[config.mk]
export PLATFORM = sky130hd
export DESIGN_NAME = tmr_clk_src_sel
export DESIGN_NICKNAME = d
export VERILOG_FILES = /design/src/rtl/tcs_pkg.sv /design/src/rtl/tcs_ctrl.sv /design/src/rtl/tcs_datapath.sv /design/src/rtl/tmr_clk_src_sel.sv
export SDC_FILE = /design/constraint.sdc
export NUM_CORES = 1
export LEC_CHECK = 0
export BUFFER_PORTS_ARGS = -buffer_cell sky130_fd_sc_hd__buf_4
export CORE_MARGIN = 1.5
export CORE_UTILIZATION = 34
export CTS_BUF_LIST = sky130_fd_sc_hd__clkbuf_2 sky130_fd_sc_hd__clkbuf_4 sky130_fd_sc_hd__clkbuf_8
export DETAILED_ROUTE_END_ITERATION = 7
export PLACE_DENSITY = 0.58
export SKIP_LAST_GASP = 1
export SLEW_MARGIN = 0
export SYNTH_ARGS = -nofsm -noshare
export SYNTH_HDL_FRONTEND = slang
export SYNTH_SLANG_ARGS = --single-unit
[constraint.sdc]
create_clock -name clk -period 2.3 [get_ports clk]
set_clock_uncertainty 0.2 [all_clocks]
set_input_delay 0.46 -clock clk [delete_from_list [all_inputs] [get_ports clk]]
set_output_delay 0.46 -clock clk [all_outputs]
set_load 0.02 [all_outputs]
[src/rtl/tcs_pkg.sv]
package tcs_pkg;

  localparam int SEL_W = 3;

  // strobes handed from the control side to the datapath each cycle
  typedef struct packed {
    logic extSel;   // external pin is the count source
    logic busTick;  // prescaled bus clock tick
    logic hold;     // suppress the count enable
  } tcsStrobe_t;

endpackage

[src/rtl/tcs_ctrl.sv]
module tcs_ctrl
  import tcs_pkg::*;
#(
  parameter int SEL_BITS = SEL_W
) (
  input  logic                clk,
  input  logic                rst,
  input  logic                stopReq,
  input  logic [SEL_BITS-1:0] psSel,
  output tcsStrobe_t          strobe
);

  // largest divide code is one below the all-ones code
  localparam int MAX_CODE = (1 << SEL_BITS) - 2;
  localparam int DIV_W    = MAX_CODE;
  localparam logic [SEL_BITS-1:0] EXT_CODE = '1;

  logic [SEL_BITS-1:0] selQ;
  logic [DIV_W-1:0]    divCnt;
  logic [DIV_W-1:0]    tapMask;

  // a code change restarts the divider so the first tick is a full period away
  always_ff @(posedge clk) begin
    if (rst) begin
      selQ   <= '0;
      divCnt <= '0;
    end else if (psSel != selQ) begin
      selQ   <= psSel;
      divCnt <= '0;
    end else begin
      divCnt <= divCnt + 1'b1;
    end
  end

  // low selQ bits of the divider must all be ones for a tick
  for (genvar g = 0; g < DIV_W; g++) begin : gTap
    assign tapMask[g] = (int'(selQ) > g);
  end

  always_comb begin
    strobe.extSel  = (selQ == EXT_CODE);
    strobe.busTick = ((divCnt & tapMask) == tapMask);
    strobe.hold    = stopReq;
  end

endmodule

[src/rtl/tcs_datapath.sv]
module tcs_datapath
  import tcs_pkg::*;
#(
  parameter int SYNC_STAGES = 2
) (
  input  logic       clk,
  input  logic       rst,
  input  tcsStrobe_t strobe,
  input  logic       pinIn,
  input  logic       pinDirOut,
  input  logic       pinDataOut,
  output logic       countEn,
  output logic       pinOe,
  output logic       pinOut,
  output logic       pinRead
);

  localparam int LAST = SYNC_STAGES - 1;

  logic [SYNC_STAGES-1:0] syncQ;
  logic prevQ;
  logic dirQ;
  logic dataQ;
  logic pinRise;

  // synchroniser chain, free running even while the strobe is held off
  for (genvar g = 0; g < SYNC_STAGES; g++) begin : gSync
    if (g == 0) begin : gFirst
      always_ff @(posedge clk) begin
        if (rst) syncQ[0] <= 1'b0;
        else     syncQ[0] <= pinIn;
      end
    end else begin : gNext
      always_ff @(posedge clk) begin
        if (rst) syncQ[g] <= 1'b0;
        else     syncQ[g] <= syncQ[g-1];
      end
    end
  end

  always_ff @(posedge clk) begin
    if (rst) begin
      prevQ <= 1'b0;
      dirQ  <= 1'b0;
      dataQ <= 1'b0;
    end else begin
      prevQ <= syncQ[LAST];
      dirQ  <= pinDirOut;
      dataQ <= pinDataOut;
    end
  end

  assign pinRise = syncQ[LAST] & ~prevQ;

  always_comb begin
    countEn = ~strobe.hold & (strobe.extSel ? pinRise : strobe.busTick);
    pinOe   = dirQ & ~strobe.extSel;
    pinOut  = dataQ;
    pinRead = syncQ[LAST];
  end

endmodule

[src/rtl/tmr_clk_src_sel.sv]
module tmr_clk_src_sel
  import tcs_pkg::*;
(
  input  logic             clk,
  input  logic             rst,
  input  logic             stopReq,
  input  logic [SEL_W-1:0] psSel,
  input  logic             pinIn,
  input  logic             pinDirOut,
  input  logic             pinDataOut,
  output logic             countEn,
  output logic             pinOe,
  output logic             pinOut,
  output logic             pinRead
);

  tcsStrobe_t strobe;

  tcs_ctrl #(.SEL_BITS(SEL_W)) uCtrl (
    .clk     (clk),
    .rst     (rst),
    .stopReq (stopReq),
    .psSel   (psSel),
    .strobe  (strobe)
  );

  tcs_datapath #(.SYNC_STAGES(2)) uData (
    .clk        (clk),
    .rst        (rst),
    .strobe     (strobe),
    .pinIn      (pinIn),
    .pinDirOut  (pinDirOut),
    .pinDataOut (pinDataOut),
    .countEn    (countEn),
    .pinOe      (pinOe),
    .pinOut     (pinOut),
    .pinRead    (pinRead)
  );

endmodule

# --- Word-level counts from Yosys, hierarchy flattened ---
# Cells that the tools add are included.
word_totals:
  register_bits: 14
  inputBits: 9
  out_inout_bits: 4
  wordCells: 26
op_classes:
  add_sub_neg: 1
  order_cmp: 6
  n_eq_ne: 3
  muxes: 1
  bitwise_logic: 7
  n_reduce_logical: 1
op_table:
  columns: ["operator", "count"]
  rows:
  - ["$add 6x1->6 const B", 1]
  - ["$and 6x6->6", 1]
  - ["$eq 6x6->1", 1]
  - ["$gt 3x1->1 const B", 2]
  - ["$gt 3x2->1 const B", 2]
  - ["$gt 3x3->1 const B", 2]
  - ["$and 1x1->1", 3]
  - ["$eq 3x3->1 const B", 1]
  - ["$ne 3x3->1", 1]
  - ["$not 1->1", 3]
  - ["$reduce_or 2->1", 1]
  - ["$mux 1", 1]

# --- Depth between registers and ports, before layout ---
logic_depth:
  ltp_word: 5
  ltp_mapped: 4
  depth_no_buf: 4

# --- Cells and area by module ---
# A second synthesis with hierarchy kept.
hier_totals:
  hier_cells: 58
  hier_area_um2: 589.3
modules_own_cells:
  columns: ["mod", "n_inst", "cells_each", "area_per_inst_um2", "seq_area_each_um2"]
  rows:
  - ["tcs_ctrl", 1, 44, 427.9, 180.2]
  - ["tcs_datapath", 1, 14, 161.4, 100.1]

# --- Least setup slack after synthesis ---
# No wires, ideal clock.
synth_timing:
  kind: "register to output"
  from: "register uData.syncQ[1] (netlist: uData.pinRead)"
  to: "output countEn"
  arrival_time_ns: 1.511
  t_required_ns: 1.640
  path_slack_ns: 0.129
  stages_incl_launch_ff: 4
  n_path_buf: 0
  path_cell_list: "dfxtp_1 inv_1 or3_1 a311oi_1"
synth_via:
  elab_chain_cells: 3
synth_rtl:
  columns: ["item", "line_no", "rtl"]
  rows:
  - ["start, declared", "tcs_datapath.sv:20", "logic [SYNC_STAGES-1:0] syncQ;"]
  - ["start signal, assigned by index", "tcs_datapath.sv:36", "else syncQ[g] <= syncQ[g-1];"]
  - ["$and 1x1->1", "tcs_datapath.sv:53", "assign pinRise = syncQ[LAST] & ~prevQ;"]
  - ["$mux 1", "tcs_datapath.sv:56", "countEn = ~strobe.hold & (strobe.extSel ? pinRise : strobe.busTick);"]
  - ["$and 1x1->1", "tcs_datapath.sv:56", null]
  - ["end, declared", "tmr_clk_src_sel.sv:11", "output logic countEn,"]
# Every way passes these cells.

# --- Worst setup path after layout ---
layout_timing:
  from: "register uCtrl.selQ[2]"
  to: "output countEn"
layout_via:
  elab_chain_cells: 5
  elab_cells_between_ends: 11
  classes_between: "6 x order compare; 2 x eq/ne; 1 x mux; 2 x bitwise"
layout_rtl:
  columns: ["item", "line_no", "rtl"]
  rows:
  - ["start, declared", "tcs_ctrl.sv:18", "logic [SEL_BITS-1:0] selQ;"]
  - ["start signal, assigned", "tcs_ctrl.sv:28", "selQ <= psSel;"]
  - ["$gt 3x1->1 (tied with other cells)", "tcs_ctrl.sv:37", "assign tapMask[g] = (int'(selQ) > g);"]
  - ["$and 6x6->6", "tcs_ctrl.sv:42", "strobe.busTick = ((divCnt & tapMask) == tapMask);"]
  - ["$eq 6x6->1", "tcs_ctrl.sv:42", null]
  - ["$mux 1 *", "tcs_datapath.sv:56", null]
  - ["$and 1x1->1 *", "tcs_datapath.sv:56", null]
# Mark *: on every way between the ends. The rest lies on a longest branch, timed or not.

==> results.yml <==
sta:
  setup_violations: 0
  slew_headroom: 0.865
  fmax_ghz: 0.458
  setup_tns_ns: 0
  layout_min_cycle_time_ns: 2.18
  final_hold_viol_count: 0
  finalMaxSlewViolations: 0
  fin_crit_sh: 0.949
  rsz0062_at_grt: "no"
  tightest_slew_ns: 0.203
synth:
  synth-seq-cells: 14
  ys_top_cells_by_count: "dfxtp_1 (14), nor2b_1 (8), nor2_1 (7), xor2_1 (6), nand3_1 (5)"
  seq_area_frac_synth: 0.508
  netlist_instances: 58
  syn_area_um2: 552
  ys.flop_type: "dfxtp_1"
  netlist.area_leader.share: 0.508
  async_flop_share: 0
  synth_cell_types: 21
  syn_avg_cell_area_um2: 9.51
  yosysTopAreaCell: "dfxtp_1"
  syn-num-nets: 68
  yosysWarnings: 0
  synth_area_leaders: "dfxtp_1 (51%), xor2_1 (9.5%), nor2b_1 (9.1%)"
  synth-edff-count: 0
  synth.most_common_cell: "dfxtp_1"
routing:
  drt_pass1_iterations: 4
  post-route-drc-count: 0
  final_antenna_net_count: 0
  vias: 426
  drt_first_iter_violations: 4
  viasPerCell: 4.84
  wire_per_inst_um: 10.3
  routed_wl_um: 909
placed_design:
  hpwl_um: 704
  place_congestion: 0.705
  io_buffers: 12
  place_area_um2: 657
  dp_cells: 85
power:
  power_frac_clock: 0.300
  totalPowerFinal_w: 0.000431
  pwr-share-seq: 0.596
  switchingPower_w: 0.0000949
  irDropWorstVdd_mv: 0.298
  powerDensity_nw_per_um2: 619
  intPower_w: 0.000336
  combPwrFrac: 0.104
  leakage_nw: 0.281
  swShare: 0.220
hold_path:
  hold_path.class: "input pin to flip-flop"
  whs_path_depth: 2
worst_setup_path:
  worstSetupStartpointType: "flip-flop"
  reg2regPathDepth: 3
  reg2reg_setup_slack_ns: 0.78
  required_ns: 1.64
  crit_type: "flip-flop to primary output"
  cp-end-kind: "primary output"
  path_max_fanout: 5
  worstPathArrival_ns: 1.52
clock_network:
  cts_root_buffer: "clkbuf_4"
  clk_latency_ns: 0.27
  numCtsBuffers: 3
  clkSinkCount: 14
  path_clk_slew_ns: 0.07
  postCtsHoldBufs: 0
  tritoncts: "done"
  cts_max_path_buffers: 2
  cts_max_level: 1
layout:
  final_area_um2: 697
  finalCoreUtilization: 0.463
  area_growth_pct: 26.3
  regArea_um2: 284
  antenna_cells: 0
  multi_input_area_um2: 269
  layout.nets: 84
  drive_above_1_share: 0.278
  fillers: 151
  finalNonFillerCells: 88
global_routing:
  grt_max_degree: 10
  grt.overflow.total: 0
  track_usage: 0.125
  grt_pass1_wl_um: 1680
  grt_pass1_vias: 409
  antenna_found_initial: 0
floorplanning:
  rows: 14
  fp.dieArea_um2: 1870
  dieWidth_um: 43.3
  io_pins: 13
  core_um2: 1510
  die_y_um: 43.3
  start_util: 0.366
status:
  outcome: "finished, final reports clean"
flow_run:
  timing.max_cap.violations: 0
## metrics by stage
step | hold WS (ns) | worst slack (ns)
2_1_floorplan | 0.214 | 0.129
3_3_place_gp | 0.218 | 0.381
3_5_place_dp | 0.235 | 0.352
4_1_cts | 0.193 | 0.0443
5_1_grt | 0.184 | 0.0172
6_report | 0.201 | 0.117
## kinds of logic (layout without fill, tap and decap cells)
kind of cell,after synthesis,count (layout),synth area share
AO/OA/AOI/OAI,7,7,0.0907
XOR/XNOR,7,7,0.111
adder cells (fa/ha/maj),1,1,0.0227
buffers and inverters,4,18,0.0295
flip-flops,14,14,0.508
AND/OR/NAND/NOR,25,25,0.238
## sequential cells by signal, summed over array words and instances, names as in the netlist
signal / flops
uCtrl.selQ: 3
uData.syncQ: 1
uData.pinOut: 1
uData.pinRead: 1
uData.dirQ: 1
uData.prevQ: 1
uCtrl.divCnt: 6
## worst max-delay path, cell delays in order, from the launching register on
cell      delay, ns
dfxtp_2        0.38
nand3_1        0.13
or3_1          0.34
a311oi_2       0.23
buf_4          0.17
## layout by cell type (no fill, tap or decap), types with 3 or more instances in the layout
cell type   n
buf_4      12
dfxtp_1    11
nor2b_1     8
nor2_1      7
xor2_1      6
nand3_1     5
inv_1       3
clkbuf_4    3
dfxtp_2     3
## layer usage
metal / vias up / GRT usage / share of wire / wire length, um
li1: 224 / - / - / -
met1: 190 / 0.170 / 0.53 / 482
met2: 12 / 0.155 / 0.42 / 386
met3: 0 / 0.0511 / 0.044 / 40
met4: 0 / 0.0909 / 0 / 0
met5: - / 0 / 0 / 0
## worst paths after layout
kind,from,to
hold reg to reg,uData.syncQ[0],uData.pinRead
hold / removal,pinIn,uData.syncQ[0]
setup reg to reg,uCtrl.selQ[1],uCtrl.divCnt[2]
setup / recovery,uCtrl.selQ[2],countEn
## what timing repair did
action | 4_1_cts | 5_1_grt
buffers inserted | 0 | 0
setup endpoints to repair | 0 | 1
resized for setup | 0 | 5
## power by group through the flow
stage / combinational, W / sequential (W) / clock (W)
after detailed placement: 0.0000429 / 0.000262 / 0
final: 0.0000449 / 0.000257 / 0.000129
after floorplan: 0.0000202 / 0.000263 / 0
after global placement: 0.0000426 / 0.000262 / 0
after global routing: 0.0000500 / 0.000258 / 0.000151
after CTS: 0.0000432 / 0.000256 / 0.000137
## final cells by class
class	count	area share
clock buffer	3	0.0323
inverter	3	0.0162
multi-input combinational	40	0.386
sequential	14	0.408
tap	16	0.0287
timing repair buffer	12	0.129
(Power assumes the default switching activity.)
